`src/rtl/cfg_ibridge_pkg.sv`:
```
package cfg_ibridge_pkg;

   localparam int NUM_REGS   = 10;
   localparam int CODE_W     = 10;
   localparam int STA_HI_IDX = 8;

   // Address codes of the internal bank, one per stored word.
   localparam logic [CODE_W-1:0] REG_CODE [NUM_REGS] = '{
      10'h200, 10'h240, 10'h280, 10'h2C0, 10'h300,
      10'h320, 10'h340, 10'h380, 10'h384, 10'h390
   };

   typedef enum logic [1:0] {
      HA_DATA  = 2'd0,
      HA_CTRL  = 2'd1,
      HA_READY = 2'd2,
      HA_IRQ   = 2'd3
   } host_reg_e;

endpackage

```
`src/rtl/cfg_bank.sv`:
```
module cfg_bank
   import cfg_ibridge_pkg::*;
#(
   parameter int DATA_W      = 32,
   parameter int STA_HI_BITS = 16
) (
   input  logic              clk,
   input  logic              rst_n,
   input  logic              wr_en,
   input  logic [CODE_W-1:0] code,
   input  logic [DATA_W-1:0] wdata,
   output logic [DATA_W-1:0] rdata
);

   logic [NUM_REGS-1:0] hit;
   logic [DATA_W-1:0]   regq [NUM_REGS];

   if (STA_HI_BITS < 1 || STA_HI_BITS >= DATA_W) begin : g_bad_hi
      $error("cfg_bank: STA_HI_BITS out of range");
   end

   for (genvar i = 0; i < NUM_REGS; i++) begin : g_word
      assign hit[i] = (code == REG_CODE[i]);
      if (i == STA_HI_IDX) begin : g_narrow
         logic [STA_HI_BITS-1:0] q;
         always_ff @(posedge clk or negedge rst_n) begin
            if (!rst_n)                q <= '0;
            else if (wr_en && hit[i])  q <= wdata[STA_HI_BITS-1:0];
         end
         assign regq[i] = {{(DATA_W-STA_HI_BITS){1'b0}}, q};
      end else begin : g_full
         logic [DATA_W-1:0] q;
         always_ff @(posedge clk or negedge rst_n) begin
            if (!rst_n)                q <= '0;
            else if (wr_en && hit[i])  q <= wdata;
         end
         assign regq[i] = q;
      end
   end

   always_comb begin
      rdata = '0;
      for (int i = 0; i < NUM_REGS; i++) begin
         if (hit[i]) rdata = rdata | regq[i];
      end
   end

endmodule

```
`src/rtl/cfg_access_seq.sv`:
```
module cfg_access_seq #(
   parameter int LATENCY = 4
) (
   input  logic clk,
   input  logic rst_n,
   input  logic start,
   output logic busy,
   output logic fire
);

   localparam int CNT_W = (LATENCY < 2) ? 1 : $clog2(LATENCY);

   logic [CNT_W-1:0] cnt;

   if (LATENCY < 1) begin : g_bad_lat
      $error("cfg_access_seq: LATENCY must be at least 1");
   end

   assign fire = busy && (cnt == '0);

   always_ff @(posedge clk or negedge rst_n) begin
      if (!rst_n) begin
         busy <= 1'b0;
         cnt  <= '0;
      end else if (start && !busy) begin
         busy <= 1'b1;
         cnt  <= CNT_W'(LATENCY - 1);
      end else if (fire) begin
         busy <= 1'b0;
      end else if (busy) begin
         cnt  <= cnt - 1'b1;
      end
   end

endmodule

```
`src/rtl/cfg_ibridge.sv`:
```
module cfg_ibridge
   import cfg_ibridge_pkg::*;
#(
   parameter int DATA_W      = 32,
   parameter int HOST_AW     = 2,
   parameter int LATENCY     = 4,
   parameter int WE_BIT      = 15,
   parameter int RDY_BIT     = 16,
   parameter int STA_HI_BITS = 16
) (
   input  logic               clk,
   input  logic               rst_n,
   input  logic               bus_wr_en,
   input  logic [HOST_AW-1:0] bus_addr,
   input  logic [DATA_W-1:0]  bus_wdata,
   output logic [DATA_W-1:0]  bus_rdata,
   output logic               done_irq
);

   if (HOST_AW != 2)                   begin : g_bad_aw  $error("cfg_ibridge: HOST_AW must be 2"); end
   if (WE_BIT < CODE_W || WE_BIT >= DATA_W) begin : g_bad_we  $error("cfg_ibridge: WE_BIT out of range"); end
   if (RDY_BIT >= DATA_W)              begin : g_bad_rdy $error("cfg_ibridge: RDY_BIT out of range"); end

   localparam logic [DATA_W-1:0] RDY_MASK = DATA_W'(1) << RDY_BIT;

   host_reg_e         hsel;
   logic              wr_data, wr_ctrl, wr_irq;
   logic              acc_start, seq_busy, seq_fire;
   logic [DATA_W-1:0] data_lo_q, ctrl_q, pend_data, bank_rdata;
   logic [CODE_W-1:0] pend_code;
   logic              pend_we, irq_q;

   assign hsel      = host_reg_e'(bus_addr);
   assign wr_data   = bus_wr_en && (hsel == HA_DATA);
   assign wr_ctrl   = bus_wr_en && (hsel == HA_CTRL);
   assign wr_irq    = bus_wr_en && (hsel == HA_IRQ);
   assign acc_start = wr_ctrl && !seq_busy;

   cfg_access_seq #(.LATENCY(LATENCY)) u_seq (
      .clk   (clk),
      .rst_n (rst_n),
      .start (acc_start),
      .busy  (seq_busy),
      .fire  (seq_fire)
   );

   cfg_bank #(.DATA_W(DATA_W), .STA_HI_BITS(STA_HI_BITS)) u_bank (
      .clk   (clk),
      .rst_n (rst_n),
      .wr_en (seq_fire && pend_we),
      .code  (pend_code),
      .wdata (pend_data),
      .rdata (bank_rdata)
   );

   // Request capture: only an accepted control word updates these.
   always_ff @(posedge clk or negedge rst_n) begin
      if (!rst_n) begin
         ctrl_q    <= '0;
         pend_we   <= 1'b0;
         pend_code <= '0;
         pend_data <= '0;
      end else if (acc_start) begin
         ctrl_q    <= bus_wdata;
         pend_we   <= bus_wdata[WE_BIT];
         pend_code <= bus_wdata[CODE_W-1:0];
         pend_data <= data_lo_q;
      end
   end

   // Data word: read completion takes priority over a host write.
   always_ff @(posedge clk or negedge rst_n) begin
      if (!rst_n)                    data_lo_q <= '0;
      else if (seq_fire && !pend_we) data_lo_q <= bank_rdata;
      else if (wr_data)              data_lo_q <= bus_wdata;
   end

   // Completion flag: set wins over write-one-to-clear.
   always_ff @(posedge clk or negedge rst_n) begin
      if (!rst_n)                      irq_q <= 1'b0;
      else if (seq_fire)               irq_q <= 1'b1;
      else if (wr_irq && bus_wdata[0]) irq_q <= 1'b0;
   end

   always_comb begin
      unique case (hsel)
         HA_DATA:  bus_rdata = data_lo_q;
         HA_CTRL:  bus_rdata = ctrl_q;
         HA_READY: bus_rdata = seq_busy ? '0 : RDY_MASK;
         HA_IRQ:   bus_rdata = {{(DATA_W-1){1'b0}}, irq_q};
         default:  bus_rdata = '0;
      endcase
   end

   assign done_irq = irq_q;

endmodule

```
`config.mk`:
```
export PLATFORM = sky130hd
export DESIGN_NAME = cfg_ibridge
export DESIGN_NICKNAME = d
export VERILOG_FILES = /design/src/rtl/cfg_ibridge_pkg.sv /design/src/rtl/cfg_bank.sv /design/src/rtl/cfg_access_seq.sv /design/src/rtl/cfg_ibridge.sv
export SDC_FILE = /design/constraint.sdc
export NUM_CORES = 1
export LEC_CHECK = 0
export ABC_AREA = 1
export BUFFER_PORTS_ARGS = -buffer_cell sky130_fd_sc_hd__buf_2
export CAP_MARGIN = 20
export CORE_MARGIN = 2
export CORE_UTILIZATION = 45
export CTS_CLUSTER_DIAMETER = 50
export CTS_CLUSTER_SIZE = 30
export DETAILED_ROUTE_END_ITERATION = 12
export REMOVE_ABC_BUFFERS = 1
export SLEW_MARGIN = 0
export SYNTH_ARGS = -nofsm -noshare
export SYNTH_HDL_FRONTEND = slang
export SYNTH_SLANG_ARGS = --single-unit
```
`constraint.sdc`:
```
create_clock -name clk -period 1.7 [get_ports clk]
set_input_delay 0.17 -clock clk [delete_from_list [all_inputs] [get_ports clk]]
set_output_delay 0.17 -clock clk [all_outputs]
set_load 0.05 [all_outputs]
```
==> metrics <==
crit path kind reg2reg; Critical Path RT 2210 ps; met3 usage 0.0600; slew margin rel. 0.599; gpl congestion 0.866; Initial Utilization 0.454; violated checks negative setup slack; chip height 207 µm; Hold Fails Final Rpt 0; vias in the first global route 16300; Iteration-0 DRC Markers 2061; DRT antenna net count 0; crit start category flop; drt wl/cell 23.1 µm; Leakage Power 11.8 nW; Pwr Density 1240 nW/µm²; GR Overflow Total 0; ratio of cells with drive above 1 in the final layout 0.269; period utilisation layout 1.12; fin crit period 1900 ps; CTS buffer count 42; row count 74; unrepaired setup endpoints after global routing yes; CTS Buffer Depth 3; vias per std cell 5.78; input/output buffers 69; M2 GR Usage 0.461; fill cell total of the finished layout 3388; status finished, violations left; WHS 168 ps; # DRC 0; Clock Latency Late Sink 580 ps; Final HPWL DP 34.3 mm; Synth Instances 2277; CP arrival 2420 ps; first-pass GRT wire length 95.9 mm; crit path max fanout 8; synthesized area 18500 µm²; Ys Warns 0; leading area contributor after synthesis dfrtp_1; Max Freq 525 MHz; CP endpoint kind flop; Mapped Avg Cell Area 8.13 µm²; Final setup viols 301; vias 17700; initial antenna violation count 0; Register Area 10100 µm²; Detailed Routing Iterations Pass 1 6; max-cap violations 0; # IOs 70; worst setup margin -203 ps; DIE AREA 42800 µm²; GRT busiest layer met2; Post-synth top flop dfrtp_1; NumNets Final 2535; clk root buf clkbuf_16; htree depth 2; final WL 70.7 mm; Seq cells post-synth 404; Post-synth top cells nand2_1, dfrtp_1, nand3_1; share of Yosys cell area claimed by the top area cell type 0.546; Synth area leaders dfrtp_1, nand2_1, nand3_1; multi-input logic area 8540 µm²; most common cell in the netlist nand2_1; Final Util 0.628; setup_tns -30230 ps; met1 global-route usage 0.411; Synth async-reset ratio 1.00; Post-Route Skew 15.7 ps; post-synth cell types 32; Die X 207 µm; # clock sinks 404; Seq/Total Area, Yosys 0.546; Peak supply drop 0.895 mV; Post-synth EDFFs 0; TritonCTS clock tree yes; Area Growth Syn to Fin 38.1%; min-delay worst type in2reg; Tot GR Track Use 0.298; Worst Tran Pin Value 601 ps; largest net degree at the start of global routing 93; Reg clk slew, reported paths 70 ps; CORE AREA 40700 µm²; Slew Limit Fails 0
[layout by cell type, fill, tap and decap left out, types with 16 or more instances in the layout]
cell type,instances
o21ai_2,62
o21ai_1,200
nand2_2,50
nand3_1,230
nand4_1,16
nor2_1,135
nand2_4,56
nand2_1,581
buf_6,38
dfrtp_1,403
buf_12,61
inv_1,104
buf_16,22
dlygate4sd3_1,35
o21ai_0,137
clkbuf_16,64
buf_4,83
nand3_2,72
buf_8,16
nor2_2,22
buf_2,59
[through the flow]
stage	instances	power, mW	area [µm²]	setup WS (ps)
floorplan	2117	15.4	17700	-4470
global placement	2844	19.3	20300	-206
detailed placement	2844	19.4	20300	-210
CTS	3019	30.9	23900	-233
global route	3062	32.8	25600	-275
finish	3063	31.6	25600	-203
[worst max-delay path: stages (launching register included)]
cell	delay [ps]
dfrtp_1	390
nor2_2	150
buf_6	130
buf_6	100
nand2_4	50
nor2_4	110
buf_8	170
buf_6	130
buf_12	140
nand3_2	70
nand2_1	90
inv_1	60
nand3_2	100
nand2_1	70
nand2_1	70
[worst paths after layout]
path | start | to | slack (ps) | cells past startpoint
min in group asynchronous | rst_n | u_bank.g_word[7].g_full.q[7] | 550 | 3
max in group asynchronous | rst_n | u_bank.g_word[3].g_full.q[17] | 310 | 4
worst min-delay path | bus_wr_en | done_irq | 170 | 4
worst max-delay path | ctrl_q[5] | data_lo_q[0] | -200 | 14
worst min register to register | u_bank.g_word[7].g_full.q[18] | u_bank.g_word[7].g_full.q[18] | 490 | 2
worst max register to register | ctrl_q[5] | data_lo_q[0] | -200 | 14
[repair_timing]
item / CTS / global route
cloned: 23 / 30
hold buffers: 35 / 0
buffers inserted: 42 / 16
pin swaps: 108 / 62
hold endpoints to repair: 462 / 0
gates resized for setup: 209 / 274
setup endpoints to repair: 74 / 355
[state kept, by name, indices dropped and copies added, names as in the netlist]
register,cells
ctrl_q,32
done_irq,1
u_seq.busy,1
u_seq.cnt,2
data_lo_q,32
u_bank.g_word.g_full.q,288
pend_data,32
u_bank.g_word.g_narrow.q,16
[where the power goes]
part | internal (mW) | switching (mW) | total [mW]
Combinational | 3.24 | 6.65 | 9.89
Clock | 5.72 | 4.45 | 10.2
Sequential | 10.8 | 0.767 | 11.6
Total | 19.8 | 11.9 | 31.6
[per-layer routing]
| metal | routed length [µm] | up-vias |
|---|---|---|
| met5 | 99 | - |
| met4 | 3730 | 4 |
| met3 | 6660 | 213 |
| met2 | 31200 | 897 |
| met1 | 29000 | 8684 |
| li1 | - | 7895 |
[cell families after synthesis]
logic type	synth area share
AO/OA/AOI/OAI	0.110
adder cells (fa/ha/maj)	0.000676
buffers and inverters	0.0668
flip-flops	0.546
AND/OR/NAND/NOR	0.276
[final cells by class]
| cell class | instances | area share |
|---|---|---|
| Timing Repair Buffer | 334 | 0.167 |
| Clock buffer | 50 | 0.0456 |
| Inverter | 115 | 0.0172 |
| Multi-Input combinational cell | 1600 | 0.334 |
| Antenna cell | 1 | 0.0000979 |
| Clock inverter | 27 | 0.0146 |
| Sequential cell | 404 | 0.395 |
| Tap cell | 532 | 0.0260 |
Note: power is estimated with default switching activity, not from simulation.
